===== src/rtl/cfg_chain_pkg.sv =====
package cfg_chain_pkg;
  localparam logic [2:0] MODE_SER_A = 3'b111;
  localparam logic [2:0] MODE_SER_B = 3'b011;

  function automatic logic is_slave_serial(logic [2:0] mode);
    return (mode == MODE_SER_A) || (mode == MODE_SER_B);
  endfunction
endpackage


===== src/rtl/cfg_mode_decode.sv =====
module cfg_mode_decode (
  input  logic [2:0] mode_i,
  output logic       slave_o
);
  import cfg_chain_pkg::*;
  // open pins are pulled up off-chip and arrive here as 1
  assign slave_o = is_slave_serial(mode_i);
endmodule


===== src/rtl/cfg_bit_counter.sv =====
module cfg_bit_counter #(
  parameter int unsigned CFG_BITS = 3430400
) (
  input  logic clk_i,
  input  logic rst_ni,
  input  logic take_i,
  output logic last_o,
  output logic done_o
);
  localparam int unsigned CNT_W = $clog2(CFG_BITS + 1);
  localparam logic [CNT_W-1:0] LAST_IDX = CNT_W'(CFG_BITS - 1);

  logic [CNT_W-1:0] cnt_q;
  logic             done_q;

  assign last_o = take_i && (cnt_q == LAST_IDX);
  assign done_o = done_q;

  always_ff @(posedge clk_i or negedge rst_ni) begin
    if (!rst_ni) begin
      cnt_q  <= '0;
      done_q <= 1'b0;
    end else if (take_i) begin
      cnt_q <= cnt_q + 1'b1;
      if (last_o) done_q <= 1'b1;
    end
  end
endmodule


===== src/rtl/cfg_word_packer.sv =====
module cfg_word_packer #(
  parameter int unsigned WORD_W = 32
) (
  input  logic              clk_i,
  input  logic              rst_ni,
  input  logic              take_i,
  input  logic              din_i,
  input  logic              flush_i,
  output logic [WORD_W-1:0] word_o,
  output logic              valid_o
);
  localparam int unsigned FILL_W = $clog2(WORD_W + 1);
  localparam logic [FILL_W-1:0] FILL_LAST = FILL_W'(WORD_W - 1);

  logic [WORD_W-1:0] acc_q, acc_nxt, word_q;
  logic [FILL_W-1:0] fill_q;
  logic              valid_q, emit;

  assign acc_nxt = {acc_q[WORD_W-2:0], din_i};
  assign emit    = take_i && ((fill_q == FILL_LAST) || flush_i);
  assign word_o  = word_q;
  assign valid_o = valid_q;

  always_ff @(posedge clk_i or negedge rst_ni) begin
    if (!rst_ni) begin
      acc_q   <= '0;
      fill_q  <= '0;
      word_q  <= '0;
      valid_q <= 1'b0;
    end else begin
      valid_q <= emit;
      if (emit) begin
        word_q <= acc_nxt;
        acc_q  <= '0;
        fill_q <= '0;
      end else if (take_i) begin
        acc_q  <= acc_nxt;
        fill_q <= fill_q + 1'b1;
      end
    end
  end
endmodule


===== src/rtl/cfg_pass_stage.sv =====
module cfg_pass_stage (
  input  logic clk_i,
  input  logic rst_ni,
  input  logic active_i,
  input  logic fwd_i,
  input  logic din_i,
  output logic dout_o
);
  logic dout_q;
  assign dout_o = dout_q;

  // rising-edge launch keeps one full period for the downstream setup
  always_ff @(posedge clk_i or negedge rst_ni) begin
    if (!rst_ni)        dout_q <= 1'b0;
    else if (!active_i) dout_q <= 1'b0;
    else if (fwd_i)     dout_q <= din_i;
  end
endmodule


===== src/rtl/cfg_chain_rx.sv =====
module cfg_chain_rx #(
  parameter int unsigned CFG_BITS = 3430400,
  parameter int unsigned WORD_W   = 32
) (
  input  logic              clk_i,
  input  logic              rst_ni,
  input  logic [2:0]        mode_i,
  input  logic              init_ready_i,
  input  logic              din_i,
  output logic              dout_o,
  output logic              configured_o,
  output logic [WORD_W-1:0] cfg_word_o,
  output logic              cfg_valid_o
);
  logic slave, take, last, done;

  cfg_mode_decode u_mode (.mode_i(mode_i), .slave_o(slave));

  assign take = slave && init_ready_i && !done;

  cfg_bit_counter #(.CFG_BITS(CFG_BITS)) u_cnt (
    .clk_i(clk_i), .rst_ni(rst_ni), .take_i(take), .last_o(last), .done_o(done)
  );

  cfg_word_packer #(.WORD_W(WORD_W)) u_pack (
    .clk_i(clk_i), .rst_ni(rst_ni), .take_i(take), .din_i(din_i),
    .flush_i(last), .word_o(cfg_word_o), .valid_o(cfg_valid_o)
  );

  cfg_pass_stage u_pass (
    .clk_i(clk_i), .rst_ni(rst_ni), .active_i(done), .fwd_i(slave),
    .din_i(din_i), .dout_o(dout_o)
  );

  assign configured_o = done;
endmodule


===== config.mk =====
export PLATFORM = sky130hd
export DESIGN_NAME = cfg_chain_rx
export DESIGN_NICKNAME = d
export VERILOG_FILES = /design/src/rtl/cfg_chain_pkg.sv /design/src/rtl/cfg_mode_decode.sv /design/src/rtl/cfg_bit_counter.sv /design/src/rtl/cfg_word_packer.sv /design/src/rtl/cfg_pass_stage.sv /design/src/rtl/cfg_chain_rx.sv
export SDC_FILE = /design/constraint.sdc
export NUM_CORES = 1
export LEC_CHECK = 0
export BUFFER_PORTS_ARGS = -buffer_cell sky130_fd_sc_hd__buf_2
export CAP_MARGIN = 20
export CORE_MARGIN = 5
export CORE_UTILIZATION = 50
export CTS_CLUSTER_DIAMETER = 60
export CTS_CLUSTER_SIZE = 28
export DETAILED_ROUTE_END_ITERATION = 10
export PLACE_DENSITY = 0.66
export SYNTH_ARGS = -nofsm -noshare
export SYNTH_HDL_FRONTEND = slang
export SYNTH_SLANG_ARGS = --single-unit

===== constraint.sdc =====
create_clock -name clk_i -period 4.9 [get_ports clk_i]
set_input_delay 0.49 -clock clk_i [delete_from_list [all_inputs] [get_ports clk_i]]
set_output_delay 0.49 -clock clk_i [all_outputs]
set_load 0.01 [all_outputs]

=== After elaboration in Yosys (flattened, before gate mapping) ===
Index checks and enable logic that the tools add are counted.

* Flip-flop bits (word level): 94
* Word-level logic and storage cells: 29
* Output and inout port bits: 35
* Input bits: 7

* Muxes and demuxes: 6
* Add/subtract/negate cells: 2
* Reductions and logical operators: 9
* Equality and inequality tests: 5

{| class="wikitable"
|+ Operators with widths
! operator !! number
|-
| two-way mux 31 bit || 2
|-
| adder 22 x 1 -> 22 bit, second input constant || 1
|-
| equality test 22 bit, second input constant || 1
|-
| two-way mux 6 bit || 2
|-
| adder 6 x 1 -> 6 bit, second input constant || 1
|-
| equality test 6 x 5 -> 1 bit, second input constant || 1
|-
| logical AND 1 bit || 4
|-
| equality test 3 x 2 -> 1 bit, second input constant || 1
|-
| equality test 3 bit, second input constant || 1
|-
| logical OR 1 bit || 2
|-
| two-way mux 1 bit || 2
|-
| != test 2 bit, second input constant || 1
|-
| AND reduction 2 bit || 1
|-
| nonzero test 2 bit || 1
|-
| logical NOT 1 bit || 1
|}

=== Logic depth before layout (Yosys ltp) ===
Gate-level depths: netlist (run 1).

* Depth in word-level cells: 8
* Gate-level depth with buffers: 7

=== Hierarchy ===
From an unflattened synthesis (run 1), not the netlist that was laid out.

* Cells, all modules: 293
* Area, all modules: 3856.2 um^2

{| class="wikitable"
|+ By module, submodules not included
! module !! instances !! area an instance (um^2) !! sequential area each (um^2) !! cells each
|-
| cfg_word_packer || 1 || 2763.9 || 1751.7 || 203
|-
| cfg_bit_counter || 1 || 1036.0 || 575.6 || 85
|-
| cfg_pass_stage || 1 || 41.3 || 25.0 || 3
|-
| cfg_chain_rx || 1 || 8.8 || 0.0 || 1
|-
| cfg_mode_decode || 1 || 6.3 || 0.0 || 1
|}

=== Least setup slack after synthesis (run 1) ===
Ideal clock, no wire load.

* Path kind: flip-flop to flip-flop
* Start point: register u_cnt.done_q (netlist: u_cnt.done_o)
* End point: register u_pack.word_q[31] (netlist: u_pack.word_o[31])
* Buffers on the path: 0
* Setup time: 125 ps
* Path slack: 2970 ps
* Data arrival time: 1805 ps
* Clock period less this slack: 1930 ps
* Data required time: 4775 ps
* Stages on the path, launching flop included: 6
* Cell sequence: dfrtp_1 -> nand4b_4 -> or4_1 -> a21boi_4 -> clkinv_1 -> mux2_2

* Longest elaborated chain between the ends: 5

{| class="wikitable"
|+ RTL lines
! item !! line !! RTL
|-
| from (decl) || cfg_bit_counter.sv:14 || <nowiki>logic done_q;</nowiki>
|-
| from (signal assigned) || cfg_bit_counter.sv:22 || <nowiki>done_q <= 1'b0;</nowiki>
|-
| from (signal assigned) || cfg_bit_counter.sv:25 || <nowiki>if (last_o) done_q <= 1'b1;</nowiki>
|-
| logical NOT 1 bit * || n/a ||
|-
| logical AND 1 bit * || cfg_chain_rx.sv:19 || <nowiki>assign take = slave && init_ready_i && !done;</nowiki>
|-
| logical AND 1 bit || cfg_bit_counter.sv:16 || <nowiki>assign last_o = take_i && (cnt_q == LAST_IDX);</nowiki>
|-
| logical OR 1 bit || cfg_word_packer.sv:20 || <nowiki>assign emit = take_i && ((fill_q == FILL_LAST) || flush_i);</nowiki>
|-
| logical AND 1 bit * || cfg_word_packer.sv:20 ||
|-
| to (signal assigned) || cfg_word_packer.sv:33 || <nowiki>word_q <= acc_nxt;</nowiki>
|-
| to (decl) || cfg_word_packer.sv:15 || <nowiki>logic [WORD_W-1:0] acc_q, acc_nxt, word_q;</nowiki>
|}

Every way passes the cells marked *; elsewhere a longest branch is shown, timed or not.
A chain may end at the register's enable or synchronous reset.

=== Final worst setup path (run 1) ===
Same ends and word-level chain as after synthesis.

==> results of run 1 <==
## stage by stage
stage	setup WS (ns)	hold slack (ns)
after floorplan	2.97	0.194
after global placement	1.37	0.455
after detailed placement	1.37	0.457
after CTS	1.54	0.129
after global routing	1.25	0.143
final	1.61	0.117
## path summary, 6_finish.rpt
path                            startpoint           endpoint  slack, ns  depth (start not counted)
hold / removal                      rst_ni  u_pack.word_o[21]       0.12                          1
setup reg to reg              u_cnt.done_o  u_pack.word_o[31]       1.61                          6
min in group clk_i                   din_i   u_pack.word_o[0]       0.40                          2
max in group asynchronous           rst_ni    u_cnt.cnt_q[20]       3.74                          2
hold reg to reg            u_cnt.cnt_q[10]    u_cnt.cnt_q[10]       0.47                          1
setup / recovery              u_cnt.done_o  u_pack.word_o[31]       1.61                          6
## area by class of cell
type | instances | area share, %
flip-flops and latches | 94 | 53.4
multi-input cells | 218 | 34.2
repair buffers | 44 | 5.23
well taps | 102 | 2.90
clock buffers | 9 | 2.81
clock inverters | 7 | 1.28
inverters | 2 | 0.170
## where the power goes
group	internal, W	switching, W
clock	0.000191	0.000280
sequential	0.000826	0.0000450
combinational	0.0000400	0.0000586
## layout by cell type, fill, tap and decap left out, drive strengths merged, types with 2 or more instances in the layout
| master | netlist | final |
|---|---|---|
| o21ai | 33 | 33 |
| and3 | 6 | 6 |
| xnor2 | 18 | 18 |
| clkbuf | 10 | 10 |
| and4 | 3 | 3 |
| nand4 | 5 | 5 |
| clkinv | 1 | 4 |
| nor3 | 3 | 3 |
| and4b | 2 | 2 |
| dfrtp | 94 | 94 |
| buf | 5 | 43 |
| xor2 | 7 | 7 |
| nand2b | 2 | 2 |
| nand2 | 79 | 79 |
| ha | 2 | 2 |
| nor4 | 3 | 3 |
| nor2 | 6 | 6 |
| mux2 | 32 | 32 |
| inv | 1 | 4 |
| a21boi | 2 | 2 |
| nand3 | 10 | 10 |
## state kept, by name, indices dropped and copies added, names as in the netlist
| register | flops |
|---|---|
| u_pack.acc_q | 31 |
| u_pack.word_o | 32 |
| u_cnt.cnt_q | 22 |
| u_pass.dout_o | 1 |
| u_cnt.done_o | 1 |
| u_pack.valid_o | 1 |
| u_pack.fill_q | 6 |
## layer usage
layer / global-route usage, % / wire length [microns] / share of wire (%)
met1: 19.4 / 3140 / 47
met2: 24.1 / 3190 / 47
met3: 4.32 / 288 / 4.3
met4: 4.73 / 93 / 1.4
met5: 0 / 0 / 0
## cells by family (layout without fill, tap and decap cells)
logic type      Yosys count  after routing  synth area share, %
compound gates           35             35                 4.85
xor+xnor                 25             25                 5.54
fa+ha+maj                 2              2                0.633
buf+inv                  17             62                 2.34
flops                    94             94                 59.5
mux                      32             32                 12.0
simple gates            124            124                 15.1
==> results.py, run 1 <==
metrics = {
    "layout": {
        "num_antenna_cells": 0,
        "drive_gt1_share_pct": 25.7,
        "final_area_sq_um": 4400,
        "area_growth_pct": 11.5,
        "nFillCells": 649,
        "multi_input_area_sq_um": 1510,
        "fin_util_pct": 57.0,
        "final_nets": 378,
        "layout.area.seq_sq_um": 2350,
        "final-instance-count-excl-fill": 476,
    },
    "clocking": {
        "clockBufferDepth": 2,
        "cts_root_buffer": "clkbuf_8",
        "cts_tree": "built",
        "clock_latency_ns": 0.36,
        "cts_resized": 0,
        "numCtsBuffers": 9,
        "hold_buffers": 0,
        "cts.sinks": 94,
        "cts-htree-levels": 3,
        "cts_setup_buffers": 0,
        "path_clk_slew_ns": 0.10,
    },
    "place": {
        "hpwl_microns": 4170,
        "portBuffers": 40,
        "gp_congestion": 0.754,
        "dpl_cell_area_sq_um": 4220,
        "dp.cells": 459,
    },
    "die": {
        "num_io_pins": 42,
        "row_count": 32,
        "coreArea_sq_um": 7730,
        "fp.dieArea_sq_um": 9780,
        "die_h_microns": 98.9,
        "initial_core_util_pct": 51.1,
        "die_w_microns": 98.9,
    },
    "synth": {
        "synth.cell_area_sq_um": 3950,
        "ys.warnings.count": 0,
        "synth_top_cell_by_area": "dfrtp_1",
        "avgSynthCellArea_sq_um": 12.0,
        "ys_seq_area_share_pct": 59.5,
        "synth-edff-count": 0,
        "ys.flop_type": "dfrtp_1",
        "ys_ff_latch": 94,
        "synth_async_sr_flop_share_pct": 100,
        "synth_top_area_share_pct": 59.5,
        "synth_most_common_cell": "dfrtp_1",
        "synth.net_count": 338,
        "synth_area_leaders": "dfrtp_1 (60%), mux2_4 (11%), nand2_1 (7.5%)",
        "ys_types": 32,
        "synth_common_cells": "dfrtp_1 (94), nand2_1 (79), o21ai_0 (33)",
        "netlist_instances": 329,
    },
    "worst_setup_path": {
        "crit_chain": "nand4b_4, nor4_4, a21boi_4, buf_4, clkinv_1, mux2_2",
        "cp_max_fo": 43,
        "crit_family": "simple AND/OR/NAND/NOR gates",
        "crit_slowest_cell": "nor4_4",
        "path_buf_inv": 2,
        "path_class": "register to register",
        "max_stage_delay_ns": 0.78,
        "arrival_ns": 3.54,
        "startpoint_type": "register",
        "endpoint_kind": "register",
        "required_ns": 5.15,
    },
    "timing": {
        "tns_ns": 0,
        "finalHoldViolations": 0,
        "tightest_slew_ns": 0.876,
        "max_freq_ghz": 0.304,
        "fin_crit_sh_pct": 67.2,
        "rsz0062_at_grt": "no",
        "fin_crit_ns": 3.29,
        "maxSlewHeadroom_pct": 41.3,
        "slew_violations": 0,
        "finalClockSkew_ns": 0.0132,
        "setup_viol": 0,
    },
    "power_and_ir_drop": {
        "p_leak_nw": 2.28,
        "total_power_w": 0.00144,
        "vdd_ir_drop_max_uv": 160,
        "power_density_nw_per_um2": 327,
    },
    "route": {
        "wl_per_cell_microns": 14.1,
        "initialDrtViolationCount": 132,
        "detail-route-antenna-nets": 0,
        "vias": 2455,
        "first_pass_iters": 4,
        "drc": 0,
        "vias_per_cell": 5.16,
        "routed_wl_microns": 6720,
    },
    "global_routing": {
        "grt_pass1_wl_microns": 11900,
        "antenna_found_initial": 0,
        "grt-ovfl-total": 0,
        "grt_pass1_vias": 2514,
        "grt_usage_pct": 14.9,
        "grt_max_degree": 50,
    },
    "run": {
        "drv_cap": 0,
    },
    "min_path": {
        "holdCritPathClass": "input port to asynchronous set/reset pin",
    },
    "run_status": {
        "status": "finished, final reports clean",
    },
}
No activity file was read; power rests on OpenSTA's default activity.
==> inputs of run 2 (changes only) <==
Clock period 4.9 ns to 3.1 ns, I/O delays scaled along.
==> results.py, run 2 (synthesis results as in run 1) <==
metrics = {
    "worst_setup_path": {
        "arrival_ns": 2.50,
        "endpoint_kind": "register",
        "r2r_setup_slack_ns": 0.83,
        "rr_endpoint": "u_pack.acc_q[12]",
        "regToRegStartpoint": "u_cnt.done_o",
        "required_ns": 3.33,
        "cp_max_fo": 24,
        "reg2reg_depth": 6,
        "critPathLaunch": "u_cnt.done_o",
        "startpoint_type": "register",
        "path_class": "register to register",
    },
    "global_routing": {
        "grt_max_degree": 87,
        "grt_pass1_vias": 2521,
        "grt_usage_pct": 14.5,
        "antenna_found_initial": 0,
        "grt-ovfl-total": 0,
        "grt_pass1_wl_microns": 11600,
    },
    "route": {
        "initialDrtViolationCount": 105,
        "detail-route-antenna-nets": 0,
        "drc": 0,
        "routed_wl_microns": 6730,
        "wl_per_cell_microns": 14.0,
        "vias": 2498,
        "first_pass_iters": 5,
        "vias_per_cell": 5.19,
    },
    "min_path": {
        "worstHoldEndpoint": "u_pack.word_o[0]",
        "holdCritPathClass": "input port to register",
        "hold_path_depth": 2,
        "worstHoldStart": "din_i",
    },
    "layout": {
        "area_growth_pct": 13.5,
        "num_antenna_cells": 0,
        "layout_common_cells": "dfrtp_1 (94), nand2_1 (79), buf_2 (39)",
        "largest_reg_flops": 32,
        "mostFrequentLayoutCell": "dfrtp_1",
        "final_nets": 383,
        "final_area_sq_um": 4480,
        "nFillCells": 665,
        "drive_gt1_share_pct": 26.1,
        "final-instance-count-excl-fill": 481,
    },
    "die": {
        "initial_core_util_pct": 51.1,
        "coreArea_sq_um": 7730,
        "fp.dieArea_sq_um": 9780,
        "num_io_pins": 42,
        "row_count": 32,
        "die_w_microns": 98.9,
        "die_h_microns": 98.9,
    },
    "place": {
        "portBuffers": 40,
        "dp.cells": 463,
        "dpl_cell_area_sq_um": 4250,
        "gp_congestion": 0.777,
        "hpwl_microns": 4330,
        "post-place-ws_ns": 0.780,
    },
    "power_and_ir_drop": {
        "total_power_w": 0.00235,
        "p_leak_nw": 2.31,
        "vdd_ir_drop_max_uv": 206,
        "power_density_nw_per_um2": 523,
    },
    "timing": {
        "slew_violations": 0,
        "timing.final.ws_setup_ns": 0.827,
        "fin_crit_ns": 2.27,
        "tns_ns": 0,
        "tightest_slew_ns": 0.794,
        "maxSlewHeadroom_pct": 47.1,
        "fin_crit_sh_pct": 73.3,
        "max_freq_ghz": 0.440,
        "setup_viol": 0,
        "finalClockSkew_ns": 0.0133,
        "rsz0062_at_grt": "no",
        "finalHoldViolations": 0,
    },
    "clocking": {
        "cts.sinks": 94,
        "cts_root_buffer": "clkbuf_8",
        "clock_latency_ns": 0.35,
        "cts-htree-levels": 3,
        "clockBufferDepth": 2,
        "path_clk_slew_ns": 0.10,
        "numCtsBuffers": 9,
        "cts_tree": "built",
    },
    "run": {
        "drv_cap": 0,
    },
    "run_status": {
        "status": "finished, final reports clean",
    },
}
-- run 2: changes by cell type in the layout (fill, tap and decap cells not counted) --
cell	change
buf_4	+4
clkinvlp_4	+2
inv_6	-2
buf_16	+1
bufinv_16	+1
clkbuf_1	+1
clkbuf_2	-1
clkinv_2	-1
clkinv_4	-1
dlygate4sd3_1	+1
-- run 2: critical path, stage by stage, from the launching register on --
cell,delay [ns]
dfrtp_1,0.41
nand4b_4,0.27
nor4_4,0.62
a21boi_4,0.10
clkinv_1,0.36
buf_4,0.26
o21ai_0,0.11
-- run 2: cell type report --
type | instances | area, sq um | area share [%]
clock buffers | 10 | 128 | 2.85
clock inverters | 6 | 70.1 | 1.56
inverters | 2 | 7.51 | 0.167
multi-input cells | 218 | 1510 | 33.6
flip-flops and latches | 94 | 2350 | 52.5
well taps | 102 | 128 | 2.85
repair buffers | 49 | 293 | 6.53
-- run 2: report_power, final --
group          internal [W]  leakage (nW)  total [W]  switching, W
sequential          0.00130          1.29    0.00138     0.0000744
clock              0.000377        0.0891   0.000800      0.000422
combinational     0.0000703         0.928   0.000166     0.0000959
-- run 2: metal layers --
layer  global-route usage (%)  up-vias  routed length [microns]
met5                        0        -                        0
li1                         -     1197                        -
met2                     24.0       38                     3200
met1                     18.8     1251                     3180
met3                     2.48       12                      232
met4                     5.99        0                      116
-- run 2: how the worst max path moves through the flow --
stage	endpoint	cells past startpoint
2_1_floorplan	u_pack.word_o[31]	5
3_3_place_gp	u_pack.word_o[31]	5
3_5_place_dp	u_pack.acc_q[12]	6
4_1_cts	u_pack.acc_q[12]	6
5_1_grt	u_pack.acc_q[12]	6
6_report	u_pack.acc_q[12]	6
-- run 2: repair_timing --
| item | in CTS | in global routing |
|---|---|---|
| setup endpoints to repair | 0 | 0 |
| hold endpoints to repair | 0 | 26 |
| setup buffers | 0 | 0 |
| resized for setup | 0 | 0 |
| hold buffers | 0 | 1 |
-- run 2: through the flow --
step	utilization, %	hold slack, ns
2_1_floorplan	-	0.0144
3_3_place_gp	55.0	0.455
3_5_place_dp	55.0	0.460
4_1_cts	57.5	0.189
5_1_grt	58.0	0.208
6_report	58.0	0.218
